--- config.mk ---
export PLATFORM = sky130hd
export DESIGN_NAME = clk_frac_calc
export DESIGN_NICKNAME = d
export VERILOG_FILES = /design/src/rtl/clk_frac_calc.sv
export SDC_FILE = /design/constraint.sdc
export NUM_CORES = 1
export LEC_CHECK = 0
export ABC_AREA = 1
export CORE_MARGIN = 2
export CORE_UTILIZATION = 45
export CTS_BUF_LIST = sky130_fd_sc_hd__clkbuf_4 sky130_fd_sc_hd__clkbuf_8
export DETAILED_ROUTE_END_ITERATION = 8
export DONT_BUFFER_PORTS = 1
export GPL_ROUTABILITY_DRIVEN = 1
export SLEW_MARGIN = 20
export SYNTH_ARGS = -nofsm -noshare
export SYNTH_HDL_FRONTEND = slang
export SYNTH_SLANG_ARGS = --single-unit
--- constraint.sdc ---
create_clock -name clk -period 3.84 [get_ports clk]
set_input_delay 0.768 -clock clk [delete_from_list [all_inputs] [get_ports clk]]
set_output_delay 0.768 -clock clk [all_outputs]
set_load 0.05 [all_outputs]
--- src/rtl/clk_frac_calc.sv ---
module clk_frac_calc #(
  parameter int FW    = 32,
  parameter int PW    = 40,
  parameter int FRW   = 6,
  parameter int SCALE = 18,
  parameter int FMIN  = 12,
  parameter int FMAX  = 35
) (
  input  logic           clk,
  input  logic           rst_n,
  input  logic           start,
  input  logic           mode,
  input  logic [FW-1:0]  parent,
  input  logic [FW-1:0]  target,
  input  logic [FRW-1:0] frac_in,
  output logic           busy,
  output logic           done,
  output logic           err,
  output logic [FRW-1:0] frac_out,
  output logic [PW-1:0]  freq_out
);
  localparam int CW = $clog2(PW);
  localparam logic [CW-1:0] LAST = CW'(PW - 1);

  typedef enum logic [1:0] {S_IDLE, S_DIV, S_NEXT} state_t;
  state_t state;

  logic           mode_r, phase2;
  logic [PW-1:0]  quo, prod_r;
  logic [FW:0]    rem;
  logic [FW-1:0]  dvs;
  logic [CW-1:0]  cnt;

  wire [PW-1:0]  prod    = PW'(parent) * PW'(SCALE);
  wire [PW-1:0]  fwd_num = prod + PW'(target >> 1);
  wire           zero_in = mode ? (frac_in == '0) : (target == '0);
  wire [FW:0]    shifted = {rem[FW-1:0], quo[PW-1]};
  wire           ge      = shifted >= {1'b0, dvs};
  wire [FW:0]    diff    = shifted - {1'b0, dvs};
  wire [FRW-1:0] frac_cl = (quo > PW'(FMAX)) ? FRW'(FMAX) :
                           (quo < PW'(FMIN)) ? FRW'(FMIN) : quo[FRW-1:0];

  assign busy = (state != S_IDLE);

  always_ff @(posedge clk or negedge rst_n) begin
    if (!rst_n) begin
      state    <= S_IDLE;
      mode_r   <= 1'b0;
      phase2   <= 1'b0;
      quo      <= '0;
      prod_r   <= '0;
      rem      <= '0;
      dvs      <= '0;
      cnt      <= '0;
      done     <= 1'b0;
      err      <= 1'b0;
      frac_out <= '0;
      freq_out <= '0;
    end else begin
      done <= 1'b0;
      case (state)
        S_IDLE: if (start) begin
          mode_r <= mode;
          prod_r <= prod;
          phase2 <= 1'b0;
          rem    <= '0;
          cnt    <= LAST;
          if (zero_in) begin
            done     <= 1'b1;
            err      <= 1'b1;
            frac_out <= '0;
            freq_out <= '0;
          end else begin
            quo   <= mode ? prod : fwd_num;
            dvs   <= mode ? FW'(frac_in) : target;
            state <= S_DIV;
          end
        end
        S_DIV: begin
          rem <= ge ? diff : shifted;
          quo <= {quo[PW-2:0], ge};
          cnt <= cnt - 1'b1;
          if (cnt == '0) state <= S_NEXT;
        end
        S_NEXT: begin
          if (!mode_r && !phase2) begin
            phase2 <= 1'b1;
            quo    <= prod_r;
            dvs    <= FW'(frac_cl);
            rem    <= '0;
            cnt    <= LAST;
            state  <= S_DIV;
          end else begin
            freq_out <= quo;
            frac_out <= dvs[FRW-1:0];
            err      <= 1'b0;
            done     <= 1'b1;
            state    <= S_IDLE;
          end
        end
        default: state <= S_IDLE;
      endcase
    end
  end

  logic [7:0] busy_run;
  always_ff @(posedge clk or negedge rst_n) begin
    if (!rst_n) busy_run <= '0;
    else if (!busy) busy_run <= '0;
    else if (busy_run != 8'hFF) busy_run <= busy_run + 1'b1;
  end

  a_r7_done_pulse: assert property (@(posedge clk) disable iff (!rst_n)
    done |=> !done);
  a_r7_done_idle: assert property (@(posedge clk) disable iff (!rst_n)
    done |-> !busy);
  a_r7_bounded_run: assert property (@(posedge clk) disable iff (!rst_n)
    busy |-> (busy_run <= 8'(2 * PW + 2)));
  a_r3_frac_range: assert property (@(posedge clk) disable iff (!rst_n)
    (done && !err && !mode_r) |-> (frac_out >= FRW'(FMIN) && frac_out <= FRW'(FMAX)));
  a_r6_zero_err: assert property (@(posedge clk) disable iff (!rst_n)
    (start && !busy && zero_in) |=> (done && err && freq_out == '0));
  a_r8_start_busy: assert property (@(posedge clk) disable iff (!rst_n)
    (start && !busy && !zero_in) |=> (busy && !done));
endmodule

==> results.txt <==
The placed cell area came out at 17400 um2. The first global-routing pass estimated 77100 um of wire. The ratio of routed vias to standard cells came out at 5.31. The root buffer cell is clkbuf_8. The total number of placement rows is 67. The repair_antennas step left the layout with diodes totalling 0. The post-place setup slack came out at -473 ps. The data required time of the worst path is 4270 ps. The clock-pin slew of the registers on the worst-case setup and hold paths came out at 120 ps.

The floorplan step defined a die boundary enclosing 35700 um2. The number of DRC markers after the initial detailed-route iteration came out at 1233. The worst path arrival time is 4080 ps. The most common cell after layout, fill and taps aside is nand2_1. The synthesis warning total is 0. The starting utilization of the core area is 0.458. The global router's overall resource usage is 0.275. The smallest hold slack came out at -73.4 ps. The count of max-cap constraint violations came out at 0. The initial antenna violation count is 0. The number of optimization iterations in the first detailed-route pass came out at 5.

The routed wire length per instance is 17.2 um. The maximum clock frequency is 274 MHz. The period utilization came out at 0.951. The number of buffers inserted during clock tree synthesis is 17. The number of hold violations in the final report is 198. The critical path is of the in -> reg type. The distinct cell type count after synthesis came out at 55. The share of flip-flops with an asynchronous set or reset after synthesis is 1.00. The remaining global-route overflow is 0. Dividing the synthesized area by the synthesized cell count gives 7.01 um2. The clock reaches the later pin of the worst-skew pair after 520 ps.

The path class of the tightest hold or removal check is in -> async. The congestion estimate from routability-driven global placement came to 0.968. The kind of capture point of the worst setup path is a flip-flop.

The netlist area before placement came out at 15400 um2. The total area inside the core boundary comes to 33600 um2. Sorting the synthesized cells by area gives the leading types as dfrtp_1, nand2_1, ha_1.

The nature of the critical path startpoint is a primary input. The maximum clock path buffer count is 2. The biggest area consumer among synthesized cells is dfrtp_1. The amount of wire on met3 after detailed routing came out at 3160 um. Entering global routing, the biggest net connects 199 pins.

The final core utilization is 0.540. The DRC violations left came out at 0. The switching share of total power is 0.541. The clock sink count is 198. The clock skew came out at 25.8 ps.

Setup total negative slack on the finished layout was measured at 0 ps. The number of enable flip-flop cells after synthesis is 0. The maximum net fanout on the critical path is 5. The library cells used most frequently in the layout, excluding fill and tap cells, are nand2_1, inv_1, buf_4. The number of nets at the end of the flow is 2590. After detailed routing, the met2 layer carries 20400 um of wire.

The top-level port count came out at 123. The layout cell share with drive strength beyond 1 is 0.163. For this design the total switching power over the nets is 8.47 mW.

The worst-case headroom to the max-slew limit is 0.460. The fraction of power consumed by sequential logic came out at 0.257. The wire length after detailed routing came out at 48800 um. The final count of negative-setup-slack endpoints is 0. The via count of the first global-routing pass is 14000.

The post-route antenna net violation count is 0. Of the total power, the clock network draws 0.084. The post-route standard cell area excluding fillers is 18200 um2. The internal power consumption came out at 7.19 mW. The smallest setup slack after layout came out at 188 ps. TritonCTS built the clock tree. The net count of the mapped netlist is 2399. The routed via count came out at 15100.

The maximum VDD drop is 0.000888 V. The depth of the CTS H-tree came out at 4. The area added between synthesis and finish came out at 18.0%.

Routed signal wires occupy layers up through met4. The run finished, with violations left. The number of max-slew violations in the final report is 0. The leakage power summed over all cells is 9.27 nW. Measured along the y axis, the die boundary spans 189 um. The time the final worst path needs with I/O delays and setup came out at 3650 ps.

The final reports fail on negative hold slack. For the pin with the worst max-slew slack, the measured transition is 807 ps. The share of the synthesized area in the top cell type came out at 0.322.

Counting every instance in the synthesized netlist gives 2194. The number of buffers inserted by port buffering came out at 0. Counting flops and latches in the post-synthesis netlist gives 198. The wire length on met1 is 24200 um. Summed over all nets, the half-perimeter wirelength after detailed placement is 38300 um. The share of the Yosys chip area taken by registers is 0.322.

The chip width is 189 um. Of the total power, combinational logic draws 0.660. The total power divided by cell area came out at 863 nW/um2. The most used flip-flop cell after synthesis is dfrtp_1.
## final cells by class
class / instances / area [um2]
clock buffers: 23 / 298
clock inverters: 9 / 70.1
fillers: 3364 / 15500
inverters: 287 / 1080
multi-input cells: 1647 / 9430
flip-flops and latches: 198 / 4950
well taps: 448 / 561
repair buffers: 234 / 1760
## timing repair
action / 4_1_cts / 5_1_grt
endpoints found under the setup margin: 0 / 21
buffers inserted: 0 / 7
resized for setup: 0 / 78
endpoints found under the hold margin: 198 / 198
## power groups by stage
stage / clock, mW / combinational [mW] / sequential [mW]
floorplan: 0 / 7.39 / 3.92
finish: 1.31 / 10.3 / 4.02
global route: 1.42 / 11.6 / 4.13
global placement: 0 / 9.90 / 4.04
detailed placement: 0 / 9.99 / 4.06
CTS: 1.34 / 10.0 / 4.02
## final timing paths
| path | end | slack, ps | from | depth (start not counted) |
|---|---|---|---|---|
| worst max-delay path | quo[32]$_DFFE_PN0P_ | 190 | parent[1] | 26 |
| worst min-delay path | rem[4]$_DFFE_PN0P_ | -70 | rst_n | 0 |
| worst max register to register | rem[24]$_DFFE_PN0P_ | 1080 | quo[39]$_DFFE_PN0P_ | 12 |
| worst min register to register | prod_r[33]$_DFFE_PN0P_ | 490 | prod_r[33]$_DFFE_PN0P_ | 2 |
| max in group asynchronous | quo[29]$_DFFE_PN0P_ | 3690 | rst_n | 0 |
| min in group clk | dvs[10]$_DFFE_PN0P_ | 380 | target[10] | 2 |
## worst max-delay path, stage by stage
cell	delay, ps
ha_1	270
ha_2	180
inv_1	60
fa_2	400
inv_1	90
nand3_1	80
nand3_2	90
nand3_1	90
nand3_2	100
nand2_1	80
nand2_2	140
xor2_4	90
ha_4	290
nand2_1	70
buf_4	140
nor2_1	130
nand2_1	120
nor3_1	150
nand2_1	90
nand2_1	80
nand3_1	90
nand2_2	130
nand2_1	70
nand2_1	80
nand3_1	70
a21oi_1	140
## Yosys cell counts, drive strengths merged (2+ instances only)
cell    count
nand2     567
inv       285
o21ai     226
dfrtp     198
nor2      194
nand3     143
ha        128
a21oi     118
xor2       34
clkbuf     33
o211ai     33
buf        29
nor3       23
xnor2      21
nand4      20
o22ai      20
a22oi      19
a31oi      18
nor4       15
a21o       14
o21bai     13
or2        12
nand3b      7
o21a        6
a21boi      3
fa          3
and2        2
and3        2
clkinv      2
## routing by layer
metal	vias to the layer above	global-route usage
li1	7645	-
met1	6980	0.415
met2	421	0.402
met3	59	0.0530
met4	0	0.0718
met5	-	0
## registers in the layout, summed over array words and instances, names as in the netlist, 2 cells and up
| signal | count |
|---|---|
| prod_r | 36 |
| freq_out | 40 |
| quo | 40 |
| rem | 32 |
| state | 2 |
| cnt | 6 |
| frac_out | 6 |
| dvs | 32 |
## per-stage QoR
stage	total power, mW	std cells
after floorplan	11.3	2194
after global placement	13.9	2807
after detailed placement	14.1	2807
after CTS	15.4	2839
after global routing	17.1	2846
final	15.7	2846
## cells by family (layout without fill, tap and decap cells)
kind of cell    Yosys count  in the layout  synth area share
simple gates            986            986             0.272
flops                   198            198             0.322
fa+ha+maj               131            131             0.108
compound gates          475            475             0.177
xor+xnor                 55             55            0.0313
buf+inv                 349            553            0.0897
No activity file was read; power rests on OpenSTA's default activity.
